`src/rtl/esPkg.sv`:
```
package esPkg;
  typedef enum logic {
    ST_ACTIVE = 1'b0,
    ST_DONE   = 1'b1
  } esState_e;

  typedef struct packed {
    logic step;
    logic halt;
  } esStrobe_t;
endpackage

```
`src/rtl/esPrescale.sv`:
```
module esPrescale #(
  parameter int PRE_W = 16
) (
  input  logic clk,
  input  logic rstN,
  input  logic slowEn,
  output logic tick
);
  logic [PRE_W-1:0] preCnt;

  always_ff @(posedge clk or negedge rstN) begin
    if (!rstN) preCnt <= '0;
    else if (slowEn) preCnt <= preCnt + 1'b1;
  end

  assign tick = slowEn ? (&preCnt) : 1'b1;

  // in slow stepping, two consecutive ticks cannot occur
  p_tick_spaced_r9: assert property (@(posedge clk) disable iff (!rstN)
    (slowEn && tick) |=> (!slowEn || !tick));
endmodule

```
`src/rtl/esCtrl.sv`:
```
module esCtrl
  import esPkg::*;
(
  input  logic      clk,
  input  logic      rstN,
  input  logic      tick,
  input  logic      parityMode,
  input  logic      tc,
  input  logic      match,
  output esStrobe_t strobe
);
  esState_e state, nextState;
  logic active, hitMatch;

  assign active   = (state == ST_ACTIVE);
  assign hitMatch = !parityMode && match;

  always_comb begin
    strobe.step = active && tick && !hitMatch;
    strobe.halt = !active;
    nextState   = state;
    if (active && (hitMatch || (strobe.step && tc))) nextState = ST_DONE;
  end

  always_ff @(posedge clk or negedge rstN) begin
    if (!rstN) state <= ST_ACTIVE;
    else       state <= nextState;
  end

  // halted state is only left through reset
  p_done_sticky_r8: assert property (@(posedge clk) disable iff (!rstN)
    (state == ST_DONE) |=> (state == ST_DONE));

  // match in locate mode halts the run
  p_match_stop_r6: assert property (@(posedge clk) disable iff (!rstN)
    (active && !parityMode && match) |=> (state == ST_DONE));

  // the last step halts the run
  p_tc_stop_r5: assert property (@(posedge clk) disable iff (!rstN)
    (strobe.step && tc) |=> (state == ST_DONE));

  // in parity mode only the terminal count stops the run
  p_ignore_match_r10: assert property (@(posedge clk) disable iff (!rstN)
    (active && parityMode && !(tick && tc)) |=> (state == ST_ACTIVE));
endmodule

```
`src/rtl/esDatapath.sv`:
```
module esDatapath
  import esPkg::*;
#(
  parameter int DATA_W  = 8,
  parameter int MSG_LEN = 256,
  parameter logic [DATA_W-1:0] POLY = 8'h1D,
  localparam int CNT_W = $clog2(MSG_LEN),
  localparam int RES_W = (DATA_W > CNT_W) ? DATA_W : CNT_W
) (
  input  logic             clk,
  input  logic             rstN,
  input  esStrobe_t        strobe,
  input  logic             msgBit,
  input  logic [DATA_W-1:0] sw,
  input  logic             parityMode,
  output logic [CNT_W-1:0] msgAddr,
  output logic             tc,
  output logic             match,
  output logic [RES_W-1:0] result
);
  localparam logic [CNT_W-1:0] LAST = CNT_W'(MSG_LEN - 1);

  logic [CNT_W-1:0]  cnt;
  logic [DATA_W-1:0] lfsr, nextLfsr;
  logic              inBit, fb;

  // tail positions come from the switches, last position from bit 0
  always_comb begin
    inBit = msgBit;
    for (int i = 0; i < DATA_W; i++) begin
      if (cnt == LAST - CNT_W'(i)) inBit = sw[i];
    end
  end

  assign fb = lfsr[DATA_W-1];
  assign nextLfsr[0] = inBit ^ (POLY[0] & fb);
  for (genvar k = 1; k < DATA_W; k++) begin : g_tap
    assign nextLfsr[k] = lfsr[k-1] ^ (POLY[k] & fb);
  end

  always_ff @(posedge clk or negedge rstN) begin
    if (!rstN) begin
      cnt  <= '0;
      lfsr <= '0;
    end else if (strobe.step) begin
      lfsr <= nextLfsr;
      if (!tc) cnt <= cnt + 1'b1;
    end
  end

  assign tc      = (cnt == LAST);
  assign match   = (lfsr == sw);
  assign msgAddr = cnt;
  assign result  = parityMode ? RES_W'(lfsr) : RES_W'(cnt);

  // a step below the last position advances the count by one
  p_count_step_r2: assert property (@(posedge clk) disable iff (!rstN)
    (strobe.step && !tc) |=> (cnt == $past(cnt) + 1'b1));

  // without a step, count and state are frozen
  p_hold_r8: assert property (@(posedge clk) disable iff (!rstN)
    (!strobe.step) |=> ($stable(lfsr) && $stable(cnt)));
endmodule

```
`src/rtl/errLocateSeq.sv`:
```
module errLocateSeq
  import esPkg::*;
#(
  parameter int DATA_W  = 8,
  parameter int MSG_LEN = 256,
  parameter int PRE_W   = 16,
  parameter logic [DATA_W-1:0] POLY = 8'h1D,
  localparam int CNT_W = $clog2(MSG_LEN),
  localparam int RES_W = (DATA_W > CNT_W) ? DATA_W : CNT_W
) (
  input  logic              clk,
  input  logic              rstN,
  input  logic              slowEn,
  input  logic              parityMode,
  input  logic [DATA_W-1:0] sw,
  input  logic              msgBit,
  output logic [CNT_W-1:0]  msgAddr,
  output logic              done,
  output logic [RES_W-1:0]  result
);
  esStrobe_t strobe;
  logic tick, tc, match;

  esPrescale #(.PRE_W(PRE_W)) u_pre (
    .clk(clk), .rstN(rstN), .slowEn(slowEn), .tick(tick)
  );

  esCtrl u_ctrl (
    .clk(clk), .rstN(rstN), .tick(tick), .parityMode(parityMode),
    .tc(tc), .match(match), .strobe(strobe)
  );

  esDatapath #(.DATA_W(DATA_W), .MSG_LEN(MSG_LEN), .POLY(POLY)) u_dp (
    .clk(clk), .rstN(rstN), .strobe(strobe), .msgBit(msgBit), .sw(sw),
    .parityMode(parityMode), .msgAddr(msgAddr), .tc(tc), .match(match),
    .result(result)
  );

  assign done = strobe.halt;
endmodule

```
`config.mk`:
```
export PLATFORM = sky130hd
export DESIGN_NAME = errLocateSeq
export DESIGN_NICKNAME = d
export VERILOG_FILES = /design/src/rtl/esPkg.sv /design/src/rtl/esPrescale.sv /design/src/rtl/esCtrl.sv /design/src/rtl/esDatapath.sv /design/src/rtl/errLocateSeq.sv
export SDC_FILE = /design/constraint.sdc
export NUM_CORES = 1
export LEC_CHECK = 0
export ABC_AREA = 1
export BUFFER_PORTS_ARGS = -buffer_cell sky130_fd_sc_hd__buf_2
export CORE_MARGIN = 4
export CORE_UTILIZATION = 45
export CTS_CLUSTER_DIAMETER = 100
export DETAILED_ROUTE_END_ITERATION = 12
export PLACE_DENSITY_LB_ADDON = 0.2
export SETUP_SLACK_MARGIN = 0.3
export SYNTH_ARGS = -nofsm -noshare
export SYNTH_HDL_FRONTEND = slang
export SYNTH_SLANG_ARGS = --single-unit
```
`constraint.sdc`:
```
create_clock -name clk -period 2.4 [get_ports clk]
set_clock_uncertainty 0.2 [all_clocks]
set_input_delay 0.36 -clock clk [delete_from_list [all_inputs] [get_ports clk]]
set_output_delay 0.36 -clock clk [all_outputs]
set_load 0.02 [all_outputs]
```
# Word-level counts from Yosys, hierarchy flattened

Cells that the tools add are included.

Register bits after elaboration: 33
Output and inout bits: 17

$add $sub $neg: 2
Eq/ne operators: 9
Mux-type cells: 10
Bitwise operators: 6
Reduce and logical (&&, ||, !) cells: 10

Operator list:

| operator                                                        | count |
|---|---|
| 8-bit equality test, second input constant                      | 8 |
| 16-bit by 1-bit adder with 16-bit output, second input constant | 1 |
| 16-bit AND reduction                                            | 1 |
| 1-bit 2-to-1 mux                                                | 9 |
| 8-bit by 1-bit adder with 8-bit output, second input constant   | 1 |
| 8-bit equality test                                             | 1 |
| 8-bit 2-to-1 mux                                                | 1 |
| 1-bit logical AND                                               | 5 |
| 1-bit XOR                                                       | 4 |
| 1-bit logical NOT                                               | 2 |
| 1-bit inverter                                                  | 2 |
| 2-bit AND reduction                                             | 1 |
| 1-bit logical OR                                                | 1 |

# Logic depth before layout (Yosys ltp)

Depth in word-level cells: 10
Mapped depth: 18
Mapped depth without buffers: 18

# Hierarchy

From an unflattened synthesis, not the netlist that was laid out.

Cells, all modules: 270
Area total of the unflattened synthesis: 2,099.5 um2

By module, submodules not included:

| module     | times used | cells each | area an instance (um2) | sequential area each (um2) |
|---|---|---|---|---|
| esDatapath | 1          | 152        | 1,164.9                | 400.4 |
| esPrescale | 1          | 107        | 867.1                  | 400.4 |
| esCtrl     | 1          | 11         | 67.6                   | 25.0 |

# Worst setup path after synthesis

OpenSTA, ideal clock, no wires.

Path type: reg2reg
Start point: reg u_dp.cnt[0] (netlist: u_dp.msgAddr[0])
End point: reg u_dp.lfsr[0]
Setup time: 0.117 ns
Data arrival time: 1.671 ns
Data required time: 2.083 ns
Setup slack: 0.412 ns
Cell stages (with the launch flop): 17
Path buffers: 0
Period minus slack after synthesis: 1.988 ns
Path through: dfrtp_1 ha_1 inv_1 nor2_4 nand2_1 nand2_1 nand3_1 nand2_1 nand2_1 nand2_1 nand2_1 nand2_1 nand2_1 nand2_1 nand3_1 nand3_1 nand2_1

Word-level cells in the longest chain between the ends: 10
Elaborated cells on any way between the ends: 17
Classes of those cells: eq/ne (8); mux (8); bitwise (1)

Ends and longest elaborated chain:

| item                           | line             | text |
|---|---|---|
| start, declared                | esDatapath.sv:23 | `logic [CNT_W-1:0] cnt;` |
| start signal, assigned         | esDatapath.sv:47 | `if (!tc) cnt <= cnt + 1'b1;` |
| 8-bit equality test            | esDatapath.sv:31 | `if (cnt == LAST - CNT_W'(i)) inBit = sw[i];` |
| 1-bit 2-to-1 mux (7 in series) | esDatapath.sv:31 |  |
| 1-bit 2-to-1 mux (*)           | esDatapath.sv:31 |  |
| 1-bit XOR (*)                  | esDatapath.sv:36 | `assign nextLfsr[0] = inBit ^ (POLY[0] & fb);` |
| end signal, assigned           | esDatapath.sv:46 | `lfsr <= nextLfsr;` |
| end, declared                  | esDatapath.sv:24 | `logic [DATA_W-1:0] lfsr, nextLfsr;` |

Mark *: on every way between the ends. The rest lies on a longest branch, timed or not.
A chain may end at the register's enable or synchronous reset.

# Worst setup path in the final report

Start point: reg u_pre.preCnt[0]
End point: reg u_dp.cnt[4] (netlist: u_dp.msgAddr[4])

Word-level cells in the longest chain between the ends: 5

Ends and longest elaborated chain:

| item                                 | line             | text |
|---|---|---|
| start, declared                      | esPrescale.sv:9  | `logic [PRE_W-1:0] preCnt;` |
| start signal, assigned               | esPrescale.sv:13 | `else if (slowEn) preCnt <= preCnt + 1'b1;` |
| 16-bit AND reduction                 | esPrescale.sv:16 | `assign tick = slowEn ? (&preCnt) : 1'b1;` |
| 1-bit 2-to-1 mux                     | esPrescale.sv:16 |  |
| 1-bit logical AND (2 in series)      | esCtrl.sv:19     | `strobe.step = active && tick && !hitMatch;` |
| 2-bit AND reduction (no source line) | --               |  |

Every way passes these cells.

==> impl_results.html <==
<table>
<tr><th>Metric</th><th>Value</th></tr>
<tr><th colspan="2">Synthesis</th></tr>
<tr><td>Most common flop cell mapped by yosys</td><td>sky130_fd_sc_hd__dfrtp_1</td></tr>
<tr><td>Number of synthesized register bits</td><td>33</td></tr>
<tr><td>Syn avg cell area</td><td>8.212 um^2</td></tr>
<tr><td>Yosys Warn Count</td><td>0</td></tr>
<tr><td>Sequential share of the synthesized area</td><td>42.25%</td></tr>
<tr><td>Number of flops mapped to enable cells by yosys</td><td>0</td></tr>
<tr><td>Synth top area cells</td><td>sky130_fd_sc_hd__dfrtp_1 (42%), sky130_fd_sc_hd__nand2_1 (10%), sky130_fd_sc_hd__xor2_1 (8.1%)</td></tr>
<tr><td>Area leader, netlist</td><td>sky130_fd_sc_hd__dfrtp_1</td></tr>
<tr><td>Top cell type's share of synthesized area</td><td>42.25%</td></tr>
<tr><td>Mapped cell area</td><td>1954 um^2</td></tr>
<tr><td>Count of cell types in the netlist</td><td>32</td></tr>
<tr><td>Cells after Synth</td><td>238</td></tr>
<tr><td>Async set-or-reset flop fraction in the synthesized netlist</td><td>100.0%</td></tr>
<tr><td>Number of nets in the synthesized netlist</td><td>256</td></tr>
<tr><th colspan="2">Die</th></tr>
<tr><td>Vert. Die Dim</td><td>73.90 um</td></tr>
<tr><td>DIE WIDTH</td><td>73.90 um</td></tr>
<tr><td>Die Outline Area</td><td>5461 um^2</td></tr>
<tr><td>Initial cell density of the core</td><td>47.83%</td></tr>
<tr><td>Std cell rows</td><td>23</td></tr>
<tr><td>Ports placed on the boundary</td><td>30</td></tr>
<tr><td>Core area</td><td>4086 um^2</td></tr>
<tr><th colspan="2">Timing</th></tr>
<tr><td>Setup TNS after final layout</td><td>0 ns</td></tr>
<tr><td>Highest clock frequency the design can meet</td><td>0.5149 GHz</td></tr>
<tr><td>Worst slew margin</td><td>50.36%</td></tr>
<tr><td>Number of setup violations in the final report</td><td>0</td></tr>
<tr><td>Final-report max-slew violation count</td><td>0</td></tr>
<tr><td>Final period utilization</td><td>80.92%</td></tr>
<tr><td>Total count of hold-check failures in the final report</td><td>0</td></tr>
<tr><td>Tightest Pin Transition</td><td>0.7446 ns</td></tr>
<tr><td>Final period demand of the worst path</td><td>1.942 ns</td></tr>
<tr><td>RSZ-0062 raised after global routing</td><td>no</td></tr>
<tr><th colspan="2">Global route</th></tr>
<tr><td>Wire length of the first global-routing pass</td><td>6.989 mm</td></tr>
<tr><td>Via count of the first global-routing pass</td><td>1495</td></tr>
<tr><td>Antenna violations before repair</td><td>0</td></tr>
<tr><td>Remaining Overflow, GRT</td><td>0</td></tr>
<tr><td>Pin count of the biggest net entering global routing</td><td>34</td></tr>
<tr><td>All-Layer GR Usage</td><td>17.22%</td></tr>
<tr><th colspan="2">Worst setup path</th></tr>
<tr><td>Capturing element type of the critical path</td><td>flip-flop</td></tr>
<tr><td>Startpoint Class</td><td>flip-flop</td></tr>
<tr><td>Worst setup path start</td><td>u_pre.preCnt[0]</td></tr>
<tr><td>Required time of the worst setup path</td><td>2.38 ns</td></tr>
<tr><td>Critical path class</td><td>flip-flop to flip-flop</td></tr>
<tr><td>Critical R2R Launch</td><td>u_pre.preCnt[0]</td></tr>
<tr><td>Largest driver fanout on the critical path</td><td>10</td></tr>
<tr><td>CP Data Arrival Time</td><td>1.92 ns</td></tr>
<tr><th colspan="2">Routing</th></tr>
<tr><td>Number of vias in the routed layout</td><td>1628</td></tr>
<tr><td>Routed WL per cell</td><td>13.02 um</td></tr>
<tr><td>Number of iterations in the first detailed-routing pass</td><td>4</td></tr>
<tr><td>Routed Wire Length</td><td>4.374 mm</td></tr>
<tr><td>Antenna Violating Nets Remaining</td><td>0</td></tr>
<tr><td>Drt drc</td><td>0</td></tr>
<tr><td>Initial DRC Count</td><td>86</td></tr>
<tr><td>Detail-routed via count per cell</td><td>4.845</td></tr>
<tr><th colspan="2">Layout</th></tr>
<tr><td>Share of layout cells above drive strength 1</td><td>25.52%</td></tr>
<tr><td>N_diodes</td><td>0</td></tr>
<tr><td>Area growth from synthesis to layout</td><td>20.55%</td></tr>
<tr><td>Final design utilization</td><td>57.65%</td></tr>
<tr><td>Final nets</td><td>303</td></tr>
<tr><th colspan="2">Placement</th></tr>
<tr><td>Weighted congestion at the end of routability-driven global placement</td><td>0.9259</td></tr>
<tr><td>Number of buffer cells added on primary ports</td><td>29</td></tr>
<tr><td>Half-perimeter wire length after detailed placement</td><td>3.139 mm</td></tr>
<tr><th colspan="2">Clock network</th></tr>
<tr><td>CTS clk-pin slew, worst paths</td><td>0.07 ns</td></tr>
<tr><td>Number of H-tree branching levels</td><td>2</td></tr>
<tr><td>Clock tree root driver cell</td><td>sky130_fd_sc_hd__clkbuf_8</td></tr>
<tr><td>Clock latency at the later pin of the worst-skew pair</td><td>0.29 ns</td></tr>
<tr><td>TritonCTS clock tree</td><td>built</td></tr>
<tr><td>Total clock buffers created by CTS</td><td>5</td></tr>
<tr><td>Sinks on the clock net</td><td>33</td></tr>
<tr><td>Clock tree buffer depth</td><td>2</td></tr>
<tr><th colspan="2">Hold path</th></tr>
<tr><td>Min-delay src</td><td>slowEn</td></tr>
<tr><td>Min-delay worst type</td><td>primary input to flip-flop</td></tr>
<tr><th colspan="2">Job</th></tr>
<tr><td>Maximum Capacitance Violations</td><td>0</td></tr>
<tr><th colspan="2">Pwr</th></tr>
<tr><td>LEAKAGE</td><td>0.001209 uW</td></tr>
<tr><td>Pwr/cell area</td><td>566.7 nW/um^2</td></tr>
<tr><td>Peak supply drop</td><td>365.7 uV</td></tr>
<tr><th colspan="2">Outcome</th></tr>
<tr><td>Status</td><td>complete, no violations</td></tr>
</table>
## through the flow
stage / instance area (um^2) / setup WS, ns / power, uW / cells / hold WS (ns)
3_3_place_gp: 2147 / 0.4415 / 915.3 / 315 / 0.2601
2_1_floorplan: 1954 / 0.4120 / 844.1 / 238 / -0.1356
3_5_place_dp: 2147 / 0.3955 / 919.8 / 315 / 0.2594
6_report: 2356 / 0.4579 / 1335 / 336 / 0.1355
5_1_grt: 2356 / 0.2806 / 1414 / 336 / 0.1416
4_1_cts: 2240 / 0.3845 / 1335 / 324 / 0.1327
## cell families after synthesis
logic type	count (synthesis)	share of synthesized area [%]
AND/OR/NAND/NOR	102	24.97
AO/OA/AOI/OAI	31	8.963
buffers and inverters	41	8.579
adder cells (fa/ha/maj)	5	3.201
flip-flops	33	42.25
XOR/XNOR	26	12.04
## path summary, 6_finish.rpt
check                                        end  slack, ns  depth (start not counted)
worst max register to register   u_dp.msgAddr[4]       0.46                         10
worst min-delay path             u_pre.preCnt[0]       0.14                          2
worst max-delay path             u_dp.msgAddr[4]       0.46                         10
max in group asynchronous        u_dp.msgAddr[0]       1.01                          2
min in group asynchronous        u_pre.preCnt[0]       0.47                          2
worst min register to register  u_pre.preCnt[15]       0.27                          1
## synthesized netlist by cell type (2+ instances only)
cell,number
sky130_fd_sc_hd__o21ai_0,23
sky130_fd_sc_hd__ha_1,5
sky130_fd_sc_hd__nand3_1,16
sky130_fd_sc_hd__nand3_2,2
sky130_fd_sc_hd__xnor2_1,7
sky130_fd_sc_hd__nand4_1,5
sky130_fd_sc_hd__nor3_1,3
sky130_fd_sc_hd__inv_1,36
sky130_fd_sc_hd__nor2_2,3
sky130_fd_sc_hd__dfrtp_1,33
sky130_fd_sc_hd__o22ai_1,2
sky130_fd_sc_hd__nor2_4,2
sky130_fd_sc_hd__a21oi_1,2
sky130_fd_sc_hd__nand2_1,52
sky130_fd_sc_hd__xor2_1,18
sky130_fd_sc_hd__nor2_1,13
## state kept, by name, summed over array words and instances (netlist names)
name,flops
u_ctrl.state,1
u_dp.lfsr,8
u_dp.msgAddr,8
u_pre.preCnt,16
## worst max-delay path: stages, from the launching register on
cell and delay, ns:
sky130_fd_sc_hd__dfrtp_1 0.39, sky130_fd_sc_hd__ha_1 0.18, sky130_fd_sc_hd__nand4_1 0.13, sky130_fd_sc_hd__nor2_2 0.12
sky130_fd_sc_hd__a21oi_1 0.10, sky130_fd_sc_hd__nor2_2 0.10, sky130_fd_sc_hd__nand2_2 0.08, sky130_fd_sc_hd__buf_4 0.18
sky130_fd_sc_hd__inv_4 0.10, sky130_fd_sc_hd__nand3b_4 0.09, sky130_fd_sc_hd__xor2_2 0.14
## final cells by class
cell class	count	area, um^2
well taps	50	62.56
fillers	378	1730
multi-input cells	165	989.7
clock buffers	6	72.57
clock inverters	2	10.01
inverters	38	147.6
flip-flops and latches	33	828.3
repair buffers	42	245.2
## timing repair
action	CTS	global route
hold endpoints to repair	33	0
setup buffers	0	11
gates resized for setup	0	11
setup endpoints to repair	0	9
hold buffers	1	0
## layout by cell type, fill, tap and decap left out, types with 5 or more instances in the layout
cell type,count
sky130_fd_sc_hd__inv_1,34
sky130_fd_sc_hd__xnor2_1,7
sky130_fd_sc_hd__nand2_1,51
sky130_fd_sc_hd__nand3_1,16
sky130_fd_sc_hd__buf_2,29
sky130_fd_sc_hd__dfrtp_1,31
sky130_fd_sc_hd__nor2_1,12
sky130_fd_sc_hd__nand4_1,5
sky130_fd_sc_hd__clkbuf_8,5
sky130_fd_sc_hd__nor2_2,5
sky130_fd_sc_hd__xor2_1,18
sky130_fd_sc_hd__o21ai_0,23
sky130_fd_sc_hd__buf_4,12
## where the power goes
part | total [uW] | internal (uW) | switching (uW)
clock | 410 | 201 | 209
sequential | 684 | 624 | 60.3
combinational | 241 | 101 | 140
total | 1340 | 926 | 409
## routing by layer
metal / global-route usage, % / part of all wire (%) / vias to the layer above
li1: - / - / 846
met1: 25.06 / 50 / 747
met2: 24.02 / 44 / 27
met3: 4.925 / 4.2 / 8
met4: 6.640 / 1.6 / 0
met5: 0 / 0 / -
(Power assumes the default switching activity.)
